**src/rtl/bootcall_pkg.sv**
```systemverilog
package bootcall_pkg;
    typedef enum logic [1:0] {
        GATE_IDLE   = 2'd0,
        GATE_ARMED  = 2'd1,
        GATE_IN_ROM = 2'd2
    } gate_state_t;
endpackage

```
**src/rtl/key_window.sv**
```systemverilog
// Instruction-counted lifetime of a stored key.
module key_window #(
    parameter int WINDOW = 6
) (
    input  logic clk,
    input  logic rst_n,
    input  logic load,
    input  logic clear,
    input  logic tick,
    output logic last
);
    localparam int CW = $clog2(WINDOW + 1);
    localparam logic [CW-1:0] FULL = CW'(WINDOW);
    localparam logic [CW-1:0] ONE  = CW'(1);

    logic [CW-1:0] remain;

    always_ff @(posedge clk) begin
        if (!rst_n) begin
            remain <= '0;
        end else if (load) begin
            remain <= FULL;
        end else if (clear) begin
            remain <= '0;
        end else if (tick && remain != '0) begin
            remain <= remain - ONE;
        end
    end

    assign last = (remain == ONE);
endmodule

```
**src/rtl/gate_fsm.sv**
```systemverilog
// Arm / enter / leave controller for the boot-ROM call.
module gate_fsm
    import bootcall_pkg::*;
(
    input  logic clk,
    input  logic rst_n,
    input  logic key_hit,
    input  logic key_match,
    input  logic call_decode,
    input  logic rom_return,
    input  logic instr_retire,
    input  logic win_last,
    output logic win_load,
    output logic win_clear,
    output logic call_valid,
    output logic call_fault,
    output logic in_rom
);
    gate_state_t state, state_nxt;
    logic        valid_nxt, fault_nxt;

    always_comb begin
        state_nxt = state;
        valid_nxt = 1'b0;
        fault_nxt = 1'b0;
        win_load  = 1'b0;
        win_clear = 1'b0;
        unique case (state)
            GATE_IDLE: begin
                fault_nxt = call_decode;                 // reject
                if (key_hit && key_match) begin          // arm
                    state_nxt = GATE_ARMED;
                    win_load  = 1'b1;
                end else if (key_hit) begin
                    win_clear = 1'b1;
                end
            end
            GATE_ARMED: begin
                if (call_decode) begin                   // enter
                    state_nxt = GATE_IN_ROM;
                    valid_nxt = 1'b1;
                    win_clear = 1'b1;
                end else if (key_hit && key_match) begin // rearm
                    win_load  = 1'b1;
                end else if (key_hit) begin              // disarm
                    state_nxt = GATE_IDLE;
                    win_clear = 1'b1;
                end else if (instr_retire && win_last) begin // lapse
                    state_nxt = GATE_IDLE;
                end
            end
            GATE_IN_ROM: begin
                if (rom_return) begin                    // leave
                    state_nxt = GATE_IDLE;
                end
            end
            default: state_nxt = GATE_IDLE;
        endcase
    end

    always_ff @(posedge clk) begin
        if (!rst_n) state <= GATE_IDLE;
        else        state <= state_nxt;
    end

    always_ff @(posedge clk) begin
        if (!rst_n) begin
            call_valid <= 1'b0;
            call_fault <= 1'b0;
        end else begin
            call_valid <= valid_nxt;
            call_fault <= fault_nxt;
        end
    end

    assign in_rom = (state == GATE_IN_ROM);
endmodule

```
**src/rtl/irq_gate.sv**
```systemverilog
// One pending flag per source; delivery blocked in ROM or with enable low.
module irq_gate #(
    parameter int NUM_IRQ = 4
) (
    input  logic               clk,
    input  logic               rst_n,
    input  logic [NUM_IRQ-1:0] irq_req,
    input  logic               gie,
    input  logic               in_rom,
    output logic [NUM_IRQ-1:0] irq_out
);
    logic               allow;
    logic [NUM_IRQ-1:0] pending;

    assign allow = gie && !in_rom;

    for (genvar i = 0; i < NUM_IRQ; i++) begin : g_src
        always_ff @(posedge clk) begin
            if (!rst_n) begin
                pending[i] <= 1'b0;
            end else begin
                pending[i] <= irq_req[i] | (pending[i] & ~allow);
            end
        end
        assign irq_out[i] = pending[i] & allow;
    end
endmodule

```
**src/rtl/bootcall_gate.sv**
```systemverilog
module bootcall_gate #(
    parameter int         NUM_IRQ  = 4,
    parameter int         WINDOW   = 6,
    parameter logic [7:0] KEY_ADDR = 8'hE2,
    parameter logic [7:0] KEY_CODE = 8'h98
) (
    input  logic               clk,
    input  logic               rst_n,
    input  logic               instr_retire,
    input  logic               key_wr_en,
    input  logic [7:0]         key_wr_addr,
    input  logic [7:0]         key_wr_data,
    input  logic               call_decode,
    input  logic               rom_return,
    input  logic               gie,
    input  logic [NUM_IRQ-1:0] irq_req,
    output logic               call_valid,
    output logic               call_fault,
    output logic               in_rom,
    output logic [NUM_IRQ-1:0] irq_out
);
    logic key_hit, key_match, win_load, win_clear, win_last;

    assign key_hit   = key_wr_en && (key_wr_addr == KEY_ADDR);
    assign key_match = (key_wr_data == KEY_CODE);

    key_window #(.WINDOW(WINDOW)) u_win (
        .clk   (clk),
        .rst_n (rst_n),
        .load  (win_load),
        .clear (win_clear),
        .tick  (instr_retire),
        .last  (win_last)
    );

    gate_fsm u_fsm (
        .clk          (clk),
        .rst_n        (rst_n),
        .key_hit      (key_hit),
        .key_match    (key_match),
        .call_decode  (call_decode),
        .rom_return   (rom_return),
        .instr_retire (instr_retire),
        .win_last     (win_last),
        .win_load     (win_load),
        .win_clear    (win_clear),
        .call_valid   (call_valid),
        .call_fault   (call_fault),
        .in_rom       (in_rom)
    );

    irq_gate #(.NUM_IRQ(NUM_IRQ)) u_irq (
        .clk     (clk),
        .rst_n   (rst_n),
        .irq_req (irq_req),
        .gie     (gie),
        .in_rom  (in_rom),
        .irq_out (irq_out)
    );
endmodule

```
**config.mk**
```make
export PLATFORM = sky130hd
export DESIGN_NAME = bootcall_gate
export DESIGN_NICKNAME = d
export VERILOG_FILES = /design/src/rtl/bootcall_pkg.sv /design/src/rtl/key_window.sv /design/src/rtl/gate_fsm.sv /design/src/rtl/irq_gate.sv /design/src/rtl/bootcall_gate.sv
export SDC_FILE = /design/constraint.sdc
export NUM_CORES = 1
export LEC_CHECK = 0
export BUFFER_PORTS_ARGS = -buffer_cell sky130_fd_sc_hd__buf_2
export CAP_MARGIN = 20
export CORE_MARGIN = 2
export CORE_UTILIZATION = 34
export DETAILED_ROUTE_END_ITERATION = 10
export PLACE_DENSITY_LB_ADDON = 0.1
export SYNTH_ARGS = -nofsm -noshare
export SYNTH_HDL_FRONTEND = slang
export SYNTH_SLANG_ARGS = --single-unit
```
**constraint.sdc**
```tcl
create_clock -name clk -period 4 [get_ports clk]
set_input_delay 0.8 -clock clk [delete_from_list [all_inputs] [get_ports clk]]
set_output_delay 0.8 -clock clk [all_outputs]
set_load 0.1 [all_outputs]
```
==> run_results.csv <==
group,metric,value,unit
synthesis,syn-num-nets,92,
place,placed_cell_area,731,µm²
place,dp_hpwl,962,µm
sta,grt_setup_unrepaired,"no",
power_and_ir_drop,cellLeakagePower,0.000373,µW
synthesis,synth.avg_cell_area,8.80,µm²
route,totalWireLength,1.14,mm
sta,relSlewSlack,0.679,
clock_tree,cts_buffers,3,
synthesis,synthCells,62,
cells_and_area,multi_input_area,307,µm²
worst_setup_path,cp-end-kind,"primary output",
floorplan,die_area,0.00194,mm²
floorplan,row_count,14,
clock_tree,clockRootBuffer,"clkbuf_4",
floorplan,die_h,44.1,µm
cells_and_area,nets,130,
sta,tns,0,ps
grt,grt_overflow,0,
worst_setup_path,arrival,1490,ps
run_status,status,"completed",
route,drt_drc_violations_left,0,
synthesis,ys_warn_count,0,
route,dr.pass1.iters,2,
place,routabilityCongestion,0.753,
worst_setup_path,max_stage_delay,420,ps
route,wl_per_cell,9.90,µm
route,num_vias,551,
sta,fin_worst_skew,4.70,ps
clock_tree,cts_sinks,11,
sta,timing.hold.ws,477,ps
worst_setup_path,crit_chain,"nand2b_1 > and3_1 > buf_2",
clock_tree,postCtsHoldBufs,0,
floorplan,io_pins,34,
floorplan,die_x,44.1,µm
power_and_ir_drop,cellPowerDensity,452,mW/mm²
grt,grt_max_degree,9,
power_and_ir_drop,vdd.ir_drop.worst,0.252,mV
clock_tree,path_clk_slew,70,ps
clock_tree,cts_resized,0,
worst_setup_path,crit_required,3200,ps
worst_setup_path,cp_slowest_cell,"buf_2",
clock_tree,cts_tree,"yes",
hold_path,hold_class,"reg2reg",
synthesis,ys_ff_latch,11,
synthesis,ys_seq_area_frac,0.404,
clock_tree,cts_setup_buffers,0,
grt,grt_pass1_vias,468,
cells_and_area,final_cell_area,757,µm²
cells_and_area,drive_gt1_frac,0.404,
sta,period_needed,2290,ps
sta,timing.final.crit_share,0.573,
grt,antenna_found_initial,0,
grt,grt_use_total,0.129,
worst_setup_path,critPathLaunchType,"register",
sta,setup_viol,0,
route,ant_nets,0,
worst_setup_path,path_max_fanout,7,
floorplan,core_area,0.00151,mm²
synthesis,synthesis.area,546,µm²
worst_setup_path,path_class,"reg2out",
sta,hold_viol_final,0,
cells_and_area,num-fill-cells,164,
cells_and_area,regArea,220,µm²
floorplan,start_util,0.362,
sta,fmax,437,MHz
route,drt-initial-drc-count,4,
place,io_buffers,33,
sta,worst_slew_pin_slew,485,ps
cells_and_area,area_growth,38.8,%
clock_tree,clock_path_buffers,2,
flow_run,maxCapViolCount,0,
sta,slew_violations,0,
grt,grt_pass1_wl,1.82,mm
clock_tree,cts_htree_levels,1,
clock_tree,clk_latency,260,ps
synthesis,ys_types,24,
cells_and_area,antenna_cells,0,
route,vias_per_cell,4.79,
routing by layer:
metal | track usage | up-vias | part of all wire
met4 | 0.0364 | 0 | 0
met5 | 0 | - | 0
met1 | 0.168 | 236 | 0.47
met2 | 0.191 | 19 | 0.46
met3 | 0.0612 | 0 | 0.062
li1 | - | 296 | -
cells in the mapped netlist (all sizes together):
| cell | n | area (µm²) |
|---|---|---|
| o21ai | 1 | 5.00 |
| nor4bb | 1 | 10.0 |
| nor3b | 1 | 7.51 |
| inv | 5 | 18.8 |
| mux2 | 1 | 11.3 |
| nor2 | 5 | 18.8 |
| nor2b | 1 | 6.26 |
| nand4b | 1 | 8.76 |
| or4 | 2 | 22.5 |
| and3 | 4 | 25.0 |
| nand2 | 6 | 22.5 |
| nand2b | 2 | 12.5 |
| dfxtp | 11 | 220 |
| xnor2 | 1 | 8.76 |
| nand3 | 2 | 10.0 |
| a21oi | 5 | 25.0 |
| mux2i | 2 | 20.0 |
| nand3b | 1 | 7.51 |
| nor4b | 1 | 8.76 |
| a31oi | 2 | 12.5 |
| and2 | 1 | 7.51 |
| ha | 3 | 37.5 |
| o32ai | 1 | 8.76 |
| nor3 | 2 | 10.0 |
layout make-up:
class                           instances  area share
Inverter                                5      0.0248
Sequential cell                        11       0.291
Clock buffer                            4      0.0347
Timing Repair Buffer                   33       0.218
Multi-Input combinational cell         46       0.405
Tap cell                               16      0.0264
where the power goes:
part	total, µW	leakage, µW	switching, µW	internal (µW)
logic	132	0.000268	73.0	59.3
clock network	74.0	0.0000150	35.4	38.6
registers	136	0.0000905	8.64	127
worst max-delay path: cells and delay by family, from the launching register on:
family,cells,cell delay [ps]
flip-flops,1,390
buffers and inverters,1,420
AND/OR/NAND/NOR,2,430
cells by family after synthesis:
| logic type | after synthesis | share of synthesized area |
|---|---|---|
| buf+inv | 5 | 0.0344 |
| simple gates | 30 | 0.326 |
| xor+xnor | 1 | 0.0161 |
| mux | 3 | 0.0573 |
| compound gates | 9 | 0.0940 |
| flops | 11 | 0.404 |
| fa+ha+maj | 3 | 0.0688 |
placed cells by master, fill, tap and decap left out, drive strengths merged, types with 2 or more instances in the layout:
cell type   n
a21oi       5
a31oi       2
and3        4
buf        33
clkbuf      4
dfxtp      11
ha          3
inv         5
mux2i       2
nand2       6
nand2b      2
nand3       2
nor2        5
nor3        2
or4         2
final timing paths:
path                          from                to  slack (ps)  depth (start not counted)
setup / recovery    u_fsm.state[0]        irq_out[3]        1710                          3
hold / removal    u_irq.pending[0]  u_irq.pending[0]         480                          2
setup reg to reg   u_win.remain[0]   u_win.remain[1]        2310                          7
hold reg to reg   u_irq.pending[0]  u_irq.pending[0]         480                          2
metrics by stage:
step | instances | total power, µW | setup slack, ps | utilization
final | 115 | 342 | 1710 | 0.502
after global routing | 115 | 372 | 1600 | 0.502
after CTS | 115 | 349 | 1690 | 0.502
after detailed placement | 111 | 274 | 1720 | 0.485
after global placement | 111 | 271 | 1740 | 0.485
after floorplan | 62 | 240 | 1630 | -
registers in the layout, summed over array words and instances (netlist names):
| signal | flops |
|---|---|
| u_irq.pending | 4 |
| u_fsm.call_fault | 1 |
| u_fsm.state | 2 |
| u_fsm.call_valid | 1 |
| u_win.remain | 3 |
No activity file was read; power rests on OpenSTA's default activity.
